## src/rtl/irqc_pkg.sv

```systemverilog
// Package: irqc_pkg
// Shared constants and types of the edge-triggered interrupt controller.
// Assumes word addressing on a 4-bit register address.
package irqc_pkg;

    localparam int unsigned IRQC_ADDR_W = 4;

    // Word addresses of the two registers
    localparam logic [IRQC_ADDR_W-1:0] IRQC_OFS_PEND = 4'h2;
    localparam logic [IRQC_ADDR_W-1:0] IRQC_OFS_MASK = 4'hA;

    // Decoded register select
    typedef enum logic [1:0] {
        SEL_NONE = 2'd0,
        SEL_PEND = 2'd1,
        SEL_MASK = 2'd2
    } irqc_sel_e;

endpackage

```

## src/rtl/irqc_edge_detect.sv

```systemverilog
// Module: irqc_edge_detect
// Brings N asynchronous lines into the clock domain through a chain of
// STAGES flops per line, then flags a rising edge for one cycle by
// comparing the last stage with its previous sample.
// Assumes each input pulse lasts at least STAGES+1 clock cycles.
module irqc_edge_detect #(
    parameter int unsigned N      = 16,
    parameter int unsigned STAGES = 2
) (
    input  logic         clk,
    input  logic         rst_n,
    input  logic [N-1:0] raw_in,
    output logic [N-1:0] rise
);

    localparam int unsigned LAST = STAGES - 1;

    logic [N-1:0] sync_q [STAGES];
    logic [N-1:0] prev_q;

    generate
        for (genvar s = 0; s < STAGES; s++) begin : g_stage
            if (s == 0) begin : g_first
                // First stage samples the raw lines
                always_ff @(posedge clk) begin
                    if (!rst_n) sync_q[0] <= '0;
                    else        sync_q[0] <= raw_in;
                end
            end else begin : g_next
                // Later stages shift the sampled value along the chain
                always_ff @(posedge clk) begin
                    if (!rst_n) sync_q[s] <= '0;
                    else        sync_q[s] <= sync_q[s-1];
                end
            end
        end
    endgenerate

    // Hold the previous synchronized value for edge comparison
    always_ff @(posedge clk) begin
        if (!rst_n) prev_q <= '0;
        else        prev_q <= sync_q[LAST];
    end

    // A bit is newly high when the synchronized line is high and was low
    always_comb begin
        rise = sync_q[LAST] & ~prev_q;
    end

    // an edge indication never lasts two cycles in a row
    rise_single_cycle_chk: assert property (@(posedge clk) disable iff (!rst_n)
        (rise & $past(rise)) == '0);

endmodule

```

## src/rtl/irqc_pending.sv

```systemverilog
// Module: irqc_pending
// Holds the N pending bits. A detected edge sets a bit. A clear write
// clears the bits written as zero, and an edge in the same cycle wins.
// Assumes clr_we is high for one cycle per software write.
module irqc_pending #(
    parameter int unsigned N = 16
) (
    input  logic         clk,
    input  logic         rst_n,
    input  logic [N-1:0] rise,
    input  logic         clr_we,
    input  logic [N-1:0] clr_keep,
    output logic [N-1:0] pend_q
);

    logic [N-1:0] kept;

    // Bits that survive this cycle's write, if any
    always_comb begin
        kept = clr_we ? (pend_q & clr_keep) : pend_q;
    end

    // Latch new edges on top of the surviving bits
    always_ff @(posedge clk) begin
        if (!rst_n) pend_q <= '0;
        else        pend_q <= kept | rise;
    end

    // a detected edge is always visible as pending in the next cycle
    edge_kept_chk: assert property (@(posedge clk) disable iff (!rst_n)
        ($past(rise) & ~pend_q) == '0);

    // after a clear write, a bit written as zero holds only if an edge set it
    zero_clears_chk: assert property (@(posedge clk) disable iff (!rst_n)
        $past(clr_we) |-> ((pend_q & ~$past(clr_keep) & ~$past(rise)) == '0));

    // a bit never rises without an edge having been detected
    no_spurious_set_chk: assert property (@(posedge clk) disable iff (!rst_n)
        (pend_q & ~$past(pend_q) & ~$past(rise)) == '0);

endmodule

```

## src/rtl/irqc_regs.sv

```systemverilog
// Module: irqc_regs
// Decodes the register port. It keeps the mask register, produces the
// clear strobe for the pending bits and registers the read data.
// Unmapped addresses read as zero and ignore writes.
module irqc_regs
    import irqc_pkg::*;
#(
    parameter int unsigned       N          = 16,
    parameter int unsigned       ADDR_W     = IRQC_ADDR_W,
    parameter logic [N-1:0]      RESET_MASK = '1
) (
    input  logic              clk,
    input  logic              rst_n,
    input  logic [ADDR_W-1:0] addr,
    input  logic              we,
    input  logic [N-1:0]      wdata,
    input  logic [N-1:0]      pend_q,
    output logic [N-1:0]      mask_q,
    output logic              pend_clr_we,
    output logic [N-1:0]      rdata
);

    irqc_sel_e sel;

    // Map the word address onto a register select
    always_comb begin
        if (addr == ADDR_W'(IRQC_OFS_PEND))      sel = SEL_PEND;
        else if (addr == ADDR_W'(IRQC_OFS_MASK)) sel = SEL_MASK;
        else                                     sel = SEL_NONE;
    end

    // Strobe the clear path only for writes to the pending register
    always_comb begin
        pend_clr_we = we && (sel == SEL_PEND);
    end

    // Store the mask on writes to its address
    always_ff @(posedge clk) begin
        if (!rst_n)                      mask_q <= RESET_MASK;
        else if (we && sel == SEL_MASK)  mask_q <= wdata;
    end

    // Register the read data for the addressed register
    always_ff @(posedge clk) begin
        if (!rst_n) begin
            rdata <= '0;
        end else begin
            unique case (sel)
                SEL_PEND: rdata <= pend_q;
                SEL_MASK: rdata <= mask_q;
                default:  rdata <= '0;
            endcase
        end
    end

    // the mask leaves reset with all inputs blocked
    mask_reset_chk: assert property (@(posedge clk)
        (rst_n && !$past(rst_n)) |-> (mask_q == RESET_MASK));

    // the mask never changes except on a write to its own address
    mask_hold_chk: assert property (@(posedge clk) disable iff (!rst_n)
        !$past(we && addr == ADDR_W'(IRQC_OFS_MASK)) |-> $stable(mask_q));

    // unmapped addresses return zero one cycle later
    unmapped_zero_chk: assert property (@(posedge clk) disable iff (!rst_n)
        ($past(addr) != ADDR_W'(IRQC_OFS_PEND) && $past(addr) != ADDR_W'(IRQC_OFS_MASK))
        |-> (rdata == '0));

endmodule

```

## src/rtl/edge_irq_ctrl.sv

```systemverilog
// Module: edge_irq_ctrl
// Top of the edge-triggered interrupt controller. It joins the edge
// detector, the pending bits and the register decoder, and drives a
// registered request from the unmasked pending bits.
// Assumes one clock domain; irq_in may be asynchronous.
module edge_irq_ctrl
    import irqc_pkg::*;
#(
    parameter int unsigned  N_IN        = 16,
    parameter int unsigned  SYNC_STAGES = 2,
    parameter int unsigned  ADDR_W      = IRQC_ADDR_W,
    parameter logic [N_IN-1:0] RESET_MASK = '1
) (
    input  logic              clk,
    input  logic              rst_n,
    input  logic [ADDR_W-1:0] reg_addr,
    input  logic              reg_we,
    input  logic [N_IN-1:0]   reg_wdata,
    output logic [N_IN-1:0]   reg_rdata,
    input  logic [N_IN-1:0]   irq_in,
    output logic              irq_req
);

    logic [N_IN-1:0] rise;
    logic [N_IN-1:0] pend_q;
    logic [N_IN-1:0] mask_q;
    logic            pend_clr_we;
    logic            any_live;

    irqc_edge_detect #(
        .N      (N_IN),
        .STAGES (SYNC_STAGES)
    ) u_edge (
        .clk    (clk),
        .rst_n  (rst_n),
        .raw_in (irq_in),
        .rise   (rise)
    );

    irqc_pending #(
        .N (N_IN)
    ) u_pend (
        .clk      (clk),
        .rst_n    (rst_n),
        .rise     (rise),
        .clr_we   (pend_clr_we),
        .clr_keep (reg_wdata),
        .pend_q   (pend_q)
    );

    irqc_regs #(
        .N          (N_IN),
        .ADDR_W     (ADDR_W),
        .RESET_MASK (RESET_MASK)
    ) u_regs (
        .clk         (clk),
        .rst_n       (rst_n),
        .addr        (reg_addr),
        .we          (reg_we),
        .wdata       (reg_wdata),
        .pend_q      (pend_q),
        .mask_q      (mask_q),
        .pend_clr_we (pend_clr_we),
        .rdata       (reg_rdata)
    );

    // Any pending bit whose mask bit is zero asks for service
    always_comb begin
        any_live = |(pend_q & ~mask_q);
    end

    // Register the request line
    always_ff @(posedge clk) begin
        if (!rst_n) irq_req <= 1'b0;
        else        irq_req <= any_live;
    end

    // with nothing pending in the previous cycle the request is low
    quiet_no_req_chk: assert property (@(posedge clk) disable iff (!rst_n)
        ($past(pend_q) == '0) |-> !irq_req);

    // a fully set mask in the previous cycle keeps the request low
    full_mask_no_req_chk: assert property (@(posedge clk) disable iff (!rst_n)
        (&$past(mask_q)) |-> !irq_req);

endmodule

```

## config.mk

```make
export PLATFORM = sky130hd
export DESIGN_NAME = edge_irq_ctrl
export DESIGN_NICKNAME = d
export VERILOG_FILES = /design/src/rtl/irqc_pkg.sv /design/src/rtl/irqc_edge_detect.sv /design/src/rtl/irqc_pending.sv /design/src/rtl/irqc_regs.sv /design/src/rtl/edge_irq_ctrl.sv
export SDC_FILE = /design/constraint.sdc
export NUM_CORES = 1
export LEC_CHECK = 0
export BUFFER_PORTS_ARGS = -buffer_cell sky130_fd_sc_hd__buf_2
export CORE_ASPECT_RATIO = 0.9
export CORE_MARGIN = 2
export CORE_UTILIZATION = 24
export CTS_CLUSTER_SIZE = 40
export DETAILED_ROUTE_END_ITERATION = 6
export SLEW_MARGIN = 40
export SYNTH_ARGS = -nofsm -noshare
export SYNTH_HDL_FRONTEND = slang
export SYNTH_HIERARCHICAL = 1
export SYNTH_SLANG_ARGS = --single-unit
```

## constraint.sdc

```tcl
create_clock -name clk -period 1.69 [get_ports clk]
set_input_delay 0.4225 -clock clk [delete_from_list [all_inputs] [get_ports clk]]
set_output_delay 0.4225 -clock clk [all_outputs]
set_load 0.05 [all_outputs]
```

==> implementation parameters, run 1 <==
Parameter                              Value

Run status
  Status    complete, no violations

Final layout
  Final core utilization    0.301
  Layout overhead on the synthesized area    21.3%
  # nets final    432
  Share of cells above drive strength 1    0.261
  Final design instance area without fill    4270 sq um

Timing
  Period Utilization, post-route    0.794
  Number of endpoints failing setup at the final stage    0
  Final hold violations    0
  Worst-case clock skew    around 0.0066 ns
  RSZ-0062 raised after global routing    no
  Summed negative setup slack over all endpoints    0 ns
  Hold_ws    0.286 ns
  Max Slew Vio Count    0
  Maximum frequency from static timing analysis    between 700 and 800 MHz
  Fin crit period    roughly 1.3 ns
  Slew headroom    0.726
  Worst-Margin Slew    0.412 ns

Worst setup path
  Slowest cell delay on critical path    0.32 ns
  Data required time of the critical path    between 1.5 and 2 ns
  Worst path buffer plus inverter count    2
  Critical-path maximum fanout    9
  List of cells traversed by the critical path    buf_2 -> and4bb_1 -> nor2b_2 -> buf_4 -> nor3b_2 -> nor2_1
  Worst setup EP type    register
  Sort of element at the start of the critical path    input port
  Critical Path Slowest Stage Cell    sky130_fd_sc_hd__and4bb_1
  Critical path start-end classification    in -> reg
  CP top delay family    simple AND/OR/NAND/NOR gates
  Signal arrival time at the worst endpoint    between 1.5 and 2 ns

Placement
  Placed wire-length estimate    approximately 5500 um
  Number of buffers added on ports    55
  GP Congestion    0.787
  Placed Area    roughly 4000 sq um

Flow run
  # Max-Cap Violations    0

GRT
  GRT Total Usage    0.0978
  Vias in the first global route    ~2400
  Maximum number of pins on one net before global-route repair    32
  Antenna violations before repair    1
  Total gr overflow    0
  First-pass GRT wire length    11900 um

Worst hold path
  Classification of the worst-slack hold path    in -> reg

Clock tree
  TritonCTS clock tree    yes
  Max Root-Sink Buffers    2
  Number of instances resized during post-cts repair    0
  Max H-tree Level    3
  Sinks on the clock net    97
  CTS hold repair buffers    0
  Root cell of the clock tree    sky130_fd_sc_hd__clkbuf_16
  Num CTS Buffers    9
  CTS clock-pin slew for the worst setup and hold paths    around 0.070 ns
  Clock latency reported for the late side of the worst-skew pair    about 0.34 ns
  Setup bufs post-CTS    0

Detailed routing
  Routed WL per cell    ~12 um
  Routed vias    roughly 2300
  Post-detailed-route DRC marker count    0
  1st-pass router iterations    4
  Vias/cell    3.92
  Routed WL    between 7000 and 8000 um
  Number of DRC markers after the initial detailed-route iteration    152
  Number of routed nets with antenna violations    0

Synth
  Unique cell type count in the Yosys netlist    28
  Yosys Warn Count    6
  Count of state elements after synthesis    97
  Synthesized netlist cell count    approximately 340
  Number of flops mapped to enable cells by yosys    0
  Synthesized area per cell    approximately 10 sq um
  Portion of the post-synthesis area used by sequential elements    0.551
  Async S/R FF share, synth    0
  Synthesized net count    around 380
  Most frequently used flop master after synthesis    sky130_fd_sc_hd__dfxtp_1
  Cell area after synthesis    roughly 3500 sq um

Power and ir drop
  Largest voltage drop on the vdd net    between 0.5 and 0.6 mV
  Power per cell area    roughly 1100 nW/um^2
  Leakage power figure    1.93 nW

Floorplanning
  Cell Rows    between 40 and 50
  Io pins    56
  Initial Util    0.248
  Horizontal die dimension    approximately 130 um
  Floorplan die area    between 15000 and 20000 sq um
  Die Ht    between 100 and 150 um
  Core Box Area    between 10000 and 15000 sq um
-- cells in the final DEF, fill, tap and decap left out, types with 2 or more instances in the layout --
cell type	netlist	routed
sky130_fd_sc_hd__a221oi_1	2	2
sky130_fd_sc_hd__clkinv_4	0	2
sky130_fd_sc_hd__o22ai_1	4	4
sky130_fd_sc_hd__o211ai_2	10	10
sky130_fd_sc_hd__nor2b_1	17	16
sky130_fd_sc_hd__o21ai_1	11	11
sky130_fd_sc_hd__nand2b_1	3	3
sky130_fd_sc_hd__buf_4	0	7
sky130_fd_sc_hd__o211ai_1	6	6
sky130_fd_sc_hd__nor2_1	32	32
sky130_fd_sc_hd__nor3b_2	14	14
sky130_fd_sc_hd__clkbuf_16	0	9
sky130_fd_sc_hd__buf_2	6	55
sky130_fd_sc_hd__o21ai_0	5	5
sky130_fd_sc_hd__inv_1	30	30
sky130_fd_sc_hd__nand3_1	16	16
sky130_fd_sc_hd__dfxtp_1	97	97
sky130_fd_sc_hd__and2_1	48	48
sky130_fd_sc_hd__mux2i_1	16	16
-- report_power, final --
group          internal, mW  total, mW  switching (mW)
Clock                  1.20       2.04           0.848
Combinational         0.126      0.289           0.163
Sequential             2.37       2.41          0.0423
Total                  3.69       4.74            1.05
-- sequential cells by signal, summed over array words and instances, names as in the netlist --
name / cells
u_edge/sync_q: 32
u_pend/pend_q: 16
u_regs/rdata: 16
u_edge/prev_q: 16
irq_req: 1
u_regs/mask_q: 16
-- final timing paths --
path	end	slack (ns)	start	depth (start not counted)
max	u_pend/pend_q[11]	0.35	reg_addr[2]	6
max reg2reg	irq_req	0.64	u_regs/mask_q[11]	4
min	u_edge/sync_q[0][15]	0.29	irq_in[15]	2
min reg2reg	u_edge/sync_q[1][6]	0.43	u_edge/sync_q[0][6]	1
-- routing by layer --
| layer | vias up | wire length [um] | global-route usage |
|---|---|---|---|
| met1 | 1017 | 3720 | 0.132 |
| met5 | - | 0 | 0 |
| met3 | 10 | 477 | 0.0362 |
| met2 | 82 | 2820 | 0.137 |
| li1 | 1212 | - | - |
| met4 | 0 | 174 | 0.0448 |
-- cell usage after synthesis (all sizes together), types with 2 or more instances --
cell | n | share of area
dfxtp | 97 | 0.55
and2 | 49 | 0.088
nor2 | 32 | 0.034
inv | 30 | 0.032
nor2b | 17 | 0.030
mux2i | 16 | 0.045
nand3 | 16 | 0.023
o211ai | 16 | 0.048
o21ai | 16 | 0.023
nor3b | 15 | 0.052
buf | 14 | 0.037
clkbuf | 5 | 0.0060
o22ai | 4 | 0.0071
nand2b | 3 | 0.0053
a221oi | 2 | 0.0050
-- worst reg2reg max path, cell delays in order, from the launching register on --
cell                        delay, ns
sky130_fd_sc_hd__dfxtp_1         0.34
sky130_fd_sc_hd__nand2b_1        0.15
sky130_fd_sc_hd__o2111ai_1       0.11
sky130_fd_sc_hd__nor3_1          0.22
sky130_fd_sc_hd__a31oi_1         0.11
-- stage by stage --
stage | power, mW | instances | setup WS (ns)
CTS | 4.80 | 591 | 0.345
floorplan | 2.64 | 338 | 0.0677
global route | 4.96 | 592 | 0.262
detailed placement | 2.75 | 575 | -0.0383
finish | 4.74 | 592 | 0.348
global placement | 2.74 | 575 | 0.0654
-- final cells by class --
type	count	area, sq um
clock buffers	11	243
well taps	193	241
repair buffers	63	348
flip-flops and latches	97	1940
diodes	1	2.50
inverters	30	113
clock inverters	5	63.8
fillers	1470	9940
multi-input cells	192	1320
-- kinds of logic (layout without fill, tap and decap cells) --
kind of cell	Yosys count	count (layout)	share of synthesized area
AND/OR/NAND/NOR	135	135	0.240
flip-flops	97	97	0.551
buffers and inverters	49	109	0.0746
AO/OA/AOI/OAI	41	41	0.0888
multiplexers	16	16	0.0455
other	0	1	0
(Power assumes the default switching activity.)
==> run 2, diff against run 1 <==
ABC_AREA = 1   (was not set)
clock period = 1.14 ns   (was 1.69 ns; I/O delays follow)
==> implementation parameters, run 2 <==
Parameter                              Value

Detailed routing
  Routed WL per cell    10.3 um (-15%)
  Number of routed nets with antenna violations    0 (unchanged)
  1st-pass router iterations    4 (unchanged)
  Routed WL    7650 um (+6.3%)
  Number of DRC markers after the initial detailed-route iteration    263 (+73%)
  Routed vias    2650 (+14%)
  Post-detailed-route DRC marker count    0 (unchanged)
  Vias/cell    3.56 (-9.2%)

Synth
  Library cell with the highest instance count after synthesis    sky130_fd_sc_hd__nand2_1
  Synthesized area per cell    7.66 sq um (-27%)
  Count of state elements after synthesis    97 (unchanged)
  Yosys Warn Count    6 (unchanged)
  Unique cell type count in the Yosys netlist    19 (-32%)
  Number of flops mapped to enable cells by yosys    0 (unchanged)
  Commonest cells in the synthesized netlist    sky130_fd_sc_hd__nand2_1, sky130_fd_sc_hd__inv_1, sky130_fd_sc_hd__dfxtp_1
  Portion of the post-synthesis area used by sequential elements    0.527 (-0.0238)
  Synthesized net count    520 (+38%)
  Most frequently used flop master after synthesis    sky130_fd_sc_hd__dfxtp_1
  Cell taking the most area after synthesis    sky130_fd_sc_hd__dfxtp_1
  Dominant cells by area after synthesis    sky130_fd_sc_hd__dfxtp_1, sky130_fd_sc_hd__nand2_1, sky130_fd_sc_hd__inv_1
  Cell area after synthesis    3680 sq um (+4.5%)
  Async S/R FF share, synth    0 (unchanged)
  Synthesized netlist cell count    481 (+42%)
  Share of Yosys cell area claimed by the top area cell type    0.527 (-0.0238)

Final layout
  Layout overhead on the synthesized area    26.1%
  Final Non-Filler Cells    744 (+26%)
  Footprint of the flip-flops and latches    1960 sq um (+0.71%)
  Share of cells above drive strength 1    0.262 (+0.000598)
  Largest register by flop count    u_edge/sync_q
  Count of fill cells added during filler insertion    1592 (+8.3%)
  Most frequent cells in the layout    sky130_fd_sc_hd__nand2_1, sky130_fd_sc_hd__inv_1, sky130_fd_sc_hd__dfxtp_1
  Number of flip-flops in the largest register    32 (unchanged)
  # nets final    580 (+34%)
  Most common library cell in the layout ignoring fill and taps    sky130_fd_sc_hd__nand2_1
  Final design instance area without fill    4640 sq um (+8.6%)
  Area of the multi-input gates    1150 sq um (-13%)
  Antenna fix cells    0 (-1)

Placement
  Placed Area    4210 sq um (+6.2%)
  GP Congestion    0.755 (-4.1%)
  Number of buffers added on ports    55 (unchanged)
  Placed wire-length estimate    5590 um (+2.4%)
  Placed insts    728 (+27%)
  Worst setup slack after placement    -0.0906 ns (-0.0523 ns)

Power and ir drop
  Switching Share    0.243 (+0.0213)
  Post-layout total power    7.22 mW (+52%)
  Net switching power    1.75 mW (+67%)
  Part of the total power dissipated in sequential elements    0.496 (-0.012)
  Leakage power figure    2.46 nW (+28%)
  Largest voltage drop on the vdd net    0.844 mV (+67%)
  Clock network power share    0.434 (+0.003)
  Internal Power    5.46 mW (+48%)
  Portion of total power attributed to combinational logic    0.070 (+0.009)
  Power per cell area    1550 nW/um^2 (+40%)

Run status
  Status    complete, no violations

Floorplanning
  Io pins    56 (unchanged)
  Initial Util    0.248 (-0.000351)
  Horizontal die dimension    135 um (+2.2%)
  Core Box Area    14900 sq um (+4.7%)
  Cell Rows    42 (+2.4%)
  Floorplan die area    16400 sq um (+4.4%)
  Die Ht    122 um (+2.2%)

Worst setup path
  Critical-path maximum fanout    1 (-8)
  Worst setup EP type    output pin
  Data required time of the critical path    0.85 ns (-1.08 ns)
  List of cells traversed by the critical path    buf_6
  Signal arrival time at the worst endpoint    0.82 ns (-0.76 ns)
  CP top delay family    flip-flops
  Sort of element at the start of the critical path    register
  Slowest cell delay on critical path    0.33 ns (about the same)
  Worst path buffer plus inverter count    1 (-1)
  Critical Path Slowest Stage Cell    sky130_fd_sc_hd__dfxtp_1
  Critical path start-end classification    reg -> out

Flow run
  # Max-Cap Violations    0 (unchanged)

Clock tree
  Max Root-Sink Buffers    2 (unchanged)
  TritonCTS clock tree    yes
  Clock latency reported for the late side of the worst-skew pair    0.34 ns (about the same)
  Sinks on the clock net    97 (unchanged)
  Num CTS Buffers    9 (unchanged)
  Max H-tree Level    3 (unchanged)
  Root cell of the clock tree    sky130_fd_sc_hd__clkbuf_16
  CTS hold repair buffers    0 (unchanged)
  Setup bufs post-CTS    0 (unchanged)
  CTS clock-pin slew for the worst setup and hold paths    0.07 ns (about the same)

Timing
  Number of endpoints failing setup at the final stage    0 (unchanged)
  RSZ-0062 raised after global routing    yes
  Worst-case clock skew    0.00281 ns (-0.00374 ns)
  Maximum frequency from static timing analysis    about 900 MHz
  Period Utilization, post-route    0.973
  Fin crit period    ~1.1 ns
  Final hold violations    0 (unchanged)
  Final worst-path setup slack    0.0310 ns (-0.317 ns)
  Slew headroom    0.828 (+0.102)
  Max Slew Vio Count    0 (unchanged)
  Worst-Margin Slew    0.258 ns (-0.153 ns)

GRT
  First-pass GRT wire length    13100 um (+10%)
  Maximum number of pins on one net before global-route repair    33 (+3.1%)
  Total gr overflow    0 (unchanged)
  Antenna violations before repair    0 (-1)
  Vias in the first global route    2607 (+10%)
  GRT Total Usage    0.103 (+0.00511)

Worst hold path
  Classification of the worst-slack hold path    in -> reg
[run 2: changes by cell type in the layout (fill, tap and decap cells not counted), sizes merged, moves of 16 or more]
cell / change
nand2: +138
inv: +92
and2: -49
nand3: +33
a21oi: +31
nor2b: -17
mux2i: -16
o211ai: -16
[run 2: power groups by stage]
stage               Sequential [mW]  Clock [mW]  Combinational (mW)
floorplan                      3.68           0               0.285
global route                   3.59        3.37               0.573
detailed placement             3.65           0               0.494
global placement               3.65           0               0.488
finish                         3.58        3.13               0.503
CTS                            3.58        3.23               0.508
[run 2: layout make-up]
class / instances / area share
clock buffers: 9 / 0.0485
clock inverters: 7 / 0.0183
inverters: 119 / 0.0967
multi-input cells: 246 / 0.248
flip-flops and latches: 97 / 0.421
well taps: 198 / 0.0534
repair buffers: 68 / 0.114
[run 2: stage by stage]
stage | setup TNS [ns] | util | hold WS, ns
after global routing | -0.00340 | 0.312 | 0.117
after detailed placement | -1.25 | 0.283 | 0.395
after CTS | 0 | 0.310 | 0.107
final | 0 | 0.312 | 0.117
after floorplan | -1.14 | - | 0.383
after global placement | -1.28 | 0.283 | 0.401
[run 2: per-layer routing]
layer	vias up	global-route usage	wire (um)
met1	1056	0.141	3850
met2	66	0.153	3220
met3	10	0.0297	437
li1	1518	-	-
met5	-	0	0
met4	0	0.0395	134
[run 2: timing repair]
item | in CTS | in global routing
hold endpoints to repair | 0 | 0
gates resized for setup | 30 | 15
endpoints found under the setup margin | 17 | 15
[run 2: cell families (layout without fill, tap and decap cells)]
logic type             Yosys count  after routing  share of synthesized area
DFF                             97             97                      0.527
and+or+nand+nor                213            213                      0.254
AOI/OAI and AO/OA               33             33                     0.0550
buffers and inverters          138            203                      0.163
[run 2: final timing paths]
path                                      startpoint  slack (ns)  depth (start not counted)              endpoint
worst min-delay path                       irq_in[8]        0.12                          3   u_edge/sync_q[0][8]
worst max-delay path                         irq_req        0.03                          1               irq_req
worst max register to register      u_regs/mask_q[4]        0.22                          7               irq_req
worst min register to register  u_edge/sync_q[0][15]        0.41                          2  u_edge/sync_q[1][15]
==> run 3, diff against run 2 <==
CTS_BUF_LIST = sky130_fd_sc_hd__clkbuf_4   (was not set)
==> implementation parameters, run 3 (synthesis gave the netlist of run 2 again) <==
Parameter                              Value

Timing
  Period Utilization, post-route    1.09 (+0.122)
  Maximum frequency from static timing analysis    801 MHz (-11%)
  Final worst-path setup slack    -0.108 ns (-0.139 ns)
  Final hold violations    0 (unchanged)
  Max Slew Vio Count    0 (unchanged)
  Number of endpoints failing setup at the final stage    17 (+17)
  Slew headroom    0.830 (+0.00210)
  Worst-case clock skew    0.00875 ns (+0.00593 ns)
  Fin crit period    1.25 ns (+0.139 ns)
  RSZ-0062 raised after global routing    yes
  Hold_ws    0.0760 ns (-0.0413 ns)
  Worst-Margin Slew    0.255 ns (-0.00315 ns)

Worst setup path
  Worst setup endpoint    reg_rdata[11]
  CP top delay family    flip-flops
  Crit. Startpoint    u_regs/rdata[11]
  Critical-path maximum fanout    1 (unchanged)
  Worst path buffer plus inverter count    1 (unchanged)
  Critical Path Slowest Stage Cell    sky130_fd_sc_hd__dfxtp_2
  Register-to-register path setup slack    0.22 ns (about the same)
  R2r worst-path depth    7 (unchanged)
  Slowest cell delay on critical path    0.36 ns (+0.03 ns)
  Signal arrival time at the worst endpoint    0.96 ns (+0.14 ns)
  Number of logic stages on the critical path including buffering    1 (unchanged)
  Worst reg2reg endpoint    irq_req
  List of cells traversed by the critical path    buf_6
  Data required time of the critical path    0.85 ns (about the same)
  Launch point of the worst reg-to-reg path    u_regs/mask_q[4]
  Worst setup EP type    output pin
  Sort of element at the start of the critical path    register
  Critical path start-end classification    reg -> out

Final layout
  Count of fill cells added during filler insertion    1591 (-0.063%)
  Most common library cell in the layout ignoring fill and taps    sky130_fd_sc_hd__nand2_1
  # nets final    596 (+2.8%)
  Final design instance area without fill    4710 sq um (+1.4%)
  Number of flip-flops in the largest register    32 (unchanged)
  Final core utilization    0.317 (+0.00438)
  Largest register by flop count    u_edge/sync_q
  Area of the multi-input gates    1150 sq um (unchanged)
  Most frequent cells in the layout    sky130_fd_sc_hd__nand2_1, sky130_fd_sc_hd__inv_1, sky130_fd_sc_hd__dfxtp_1
  Footprint of the flip-flops and latches    1960 sq um (+0.38%)
  Share of cells above drive strength 1    0.265 (+0.00322)
  Layout overhead on the synthesized area    27.9%

Detailed routing
  Post-detailed-route DRC marker count    0 (unchanged)
  Top metal layer carrying routed signals    met4
  Routed vias    2709 (+2.2%)
  Routed WL    7710 um (+0.88%)
  Number of DRC markers after the initial detailed-route iteration    270 (+2.7%)
  1st-pass router iterations    4 (unchanged)
  Met3 wire len    403 um (-7.8%)
  Met2 wirelength from detailed routing    3320 um (+3.0%)
  Number of routed nets with antenna violations    0 (unchanged)
  M1 WL    3870 um (+0.52%)
  Vias/cell    3.56 (about the same)
  Routed WL per cell    10.1 um (-1.4%)

Floorplanning
  Horizontal die dimension    135 um (unchanged)
  Floorplan die area    16400 sq um (unchanged)
  Initial Util    0.248 (unchanged)
  Die Ht    122 um (unchanged)
  Cell Rows    42 (unchanged)
  Core Box Area    14900 sq um (unchanged)
  Io pins    56 (unchanged)

Clock tree
  Max H-tree Level    3 (unchanged)
  Sinks on the clock net    97 (unchanged)
  Num CTS Buffers    9 (unchanged)
  Root cell of the clock tree    sky130_fd_sc_hd__clkbuf_4
  CTS clock-pin slew for the worst setup and hold paths    0.15 ns (+0.08 ns)
  Max Root-Sink Buffers    2 (unchanged)
  TritonCTS clock tree    yes
  Setup bufs post-CTS    0 (unchanged)
  Clock latency reported for the late side of the worst-skew pair    0.45 ns (+0.11 ns)

Placement
  Placed Area    4210 sq um (unchanged)
  Worst setup slack after placement    -0.0906 ns (unchanged)
  GP Congestion    0.755 (unchanged)
  Placed wire-length estimate    5590 um (unchanged)
  Number of buffers added on ports    55 (unchanged)

Run status
  Status    complete, but fails checks
  Violated checks    negative setup slack

GRT
  Total gr overflow    0 (unchanged)
  GRT Total Usage    0.103 (-0.000178)
  First-pass GRT wire length    13100 um (-0.37%)
  Antenna violations before repair    1 (+1)
  Maximum number of pins on one net before global-route repair    33 (unchanged)
  Vias in the first global route    2609 (+0.077%)

Power and ir drop
  Post-layout total power    6.11 mW (-15%)
  Power per cell area    1300 nW/um^2 (-16%)
  Leakage power figure    2.48 nW (+0.61%)
  Largest voltage drop on the vdd net    0.714 mV (-15%)

Worst hold path
  Classification of the worst-slack hold path    in -> reg

Flow run
  # Max-Cap Violations    0 (unchanged)
[run 3: cell count changes in the layout (fill, tap and decap cells not counted), sizes merged]
cell,previous run,this run
dlygate4sd3,0,16
diode,0,1
[run 3: worst min path at each step]
stage / to / startpoint / cells past startpoint
after global placement: u_edge/sync_q[1][8] / u_edge/sync_q[0][8] / 2
after global routing: u_regs/mask_q[13] / reg_wdata[13] / 3
after floorplan: u_edge/sync_q[0][0] / irq_in[0] / 2
after detailed placement: u_edge/sync_q[1][15] / u_edge/sync_q[0][15] / 2
after CTS: u_edge/sync_q[0][4] / irq_in[4] / 3
final: u_regs/mask_q[13] / reg_wdata[13] / 3
[run 3: cell type report]
cell class	count	area share
antenna	1	0.000531
clock buffer	9	0.0144
clock inverter	7	0.0181
inverter	119	0.0954
multi-input combinational	246	0.244
sequential	97	0.417
tap	198	0.0526
timing repair buffer	84	0.158
[run 3: layer usage]
metal / vias to the layer above / track usage
met5: - / 0
li1: 1551 / -
met1: 1083 / 0.140
met3: 7 / 0.0272
met4: 0 / 0.0395
met2: 68 / 0.155
[run 3: tightest hold or removal path: stages]
cell and delay [ns]:
sky130_fd_sc_hd__buf_2 0.09, sky130_fd_sc_hd__nand3_1 0.07, sky130_fd_sc_hd__nand3_1 0.07
[run 3: per-stage QoR]
| stage | TNS (ns) | std cells |
|---|---|---|
| floorplan | -1.14 | 481 |
| global placement | -1.28 | 728 |
| detailed placement | -1.25 | 728 |
| CTS | -2.28 | 759 |
| global route | -2.70 | 761 |
| finish | -1.71 | 761 |
[run 3: where the power goes]
| group | internal, mW | switching (mW) |
|---|---|---|
| combinational | 0.245 | 0.307 |
| sequential | 3.52 | 0.0702 |
| clock | 0.717 | 1.26 |
[run 3: timing repair]
| item | in CTS | in global routing |
|---|---|---|
| resized for setup | 62 | 3 |
| endpoints found under the hold margin | 15 | 1 |
| setup endpoints to repair | 17 | 17 |
| hold buffers | 15 | 1 |
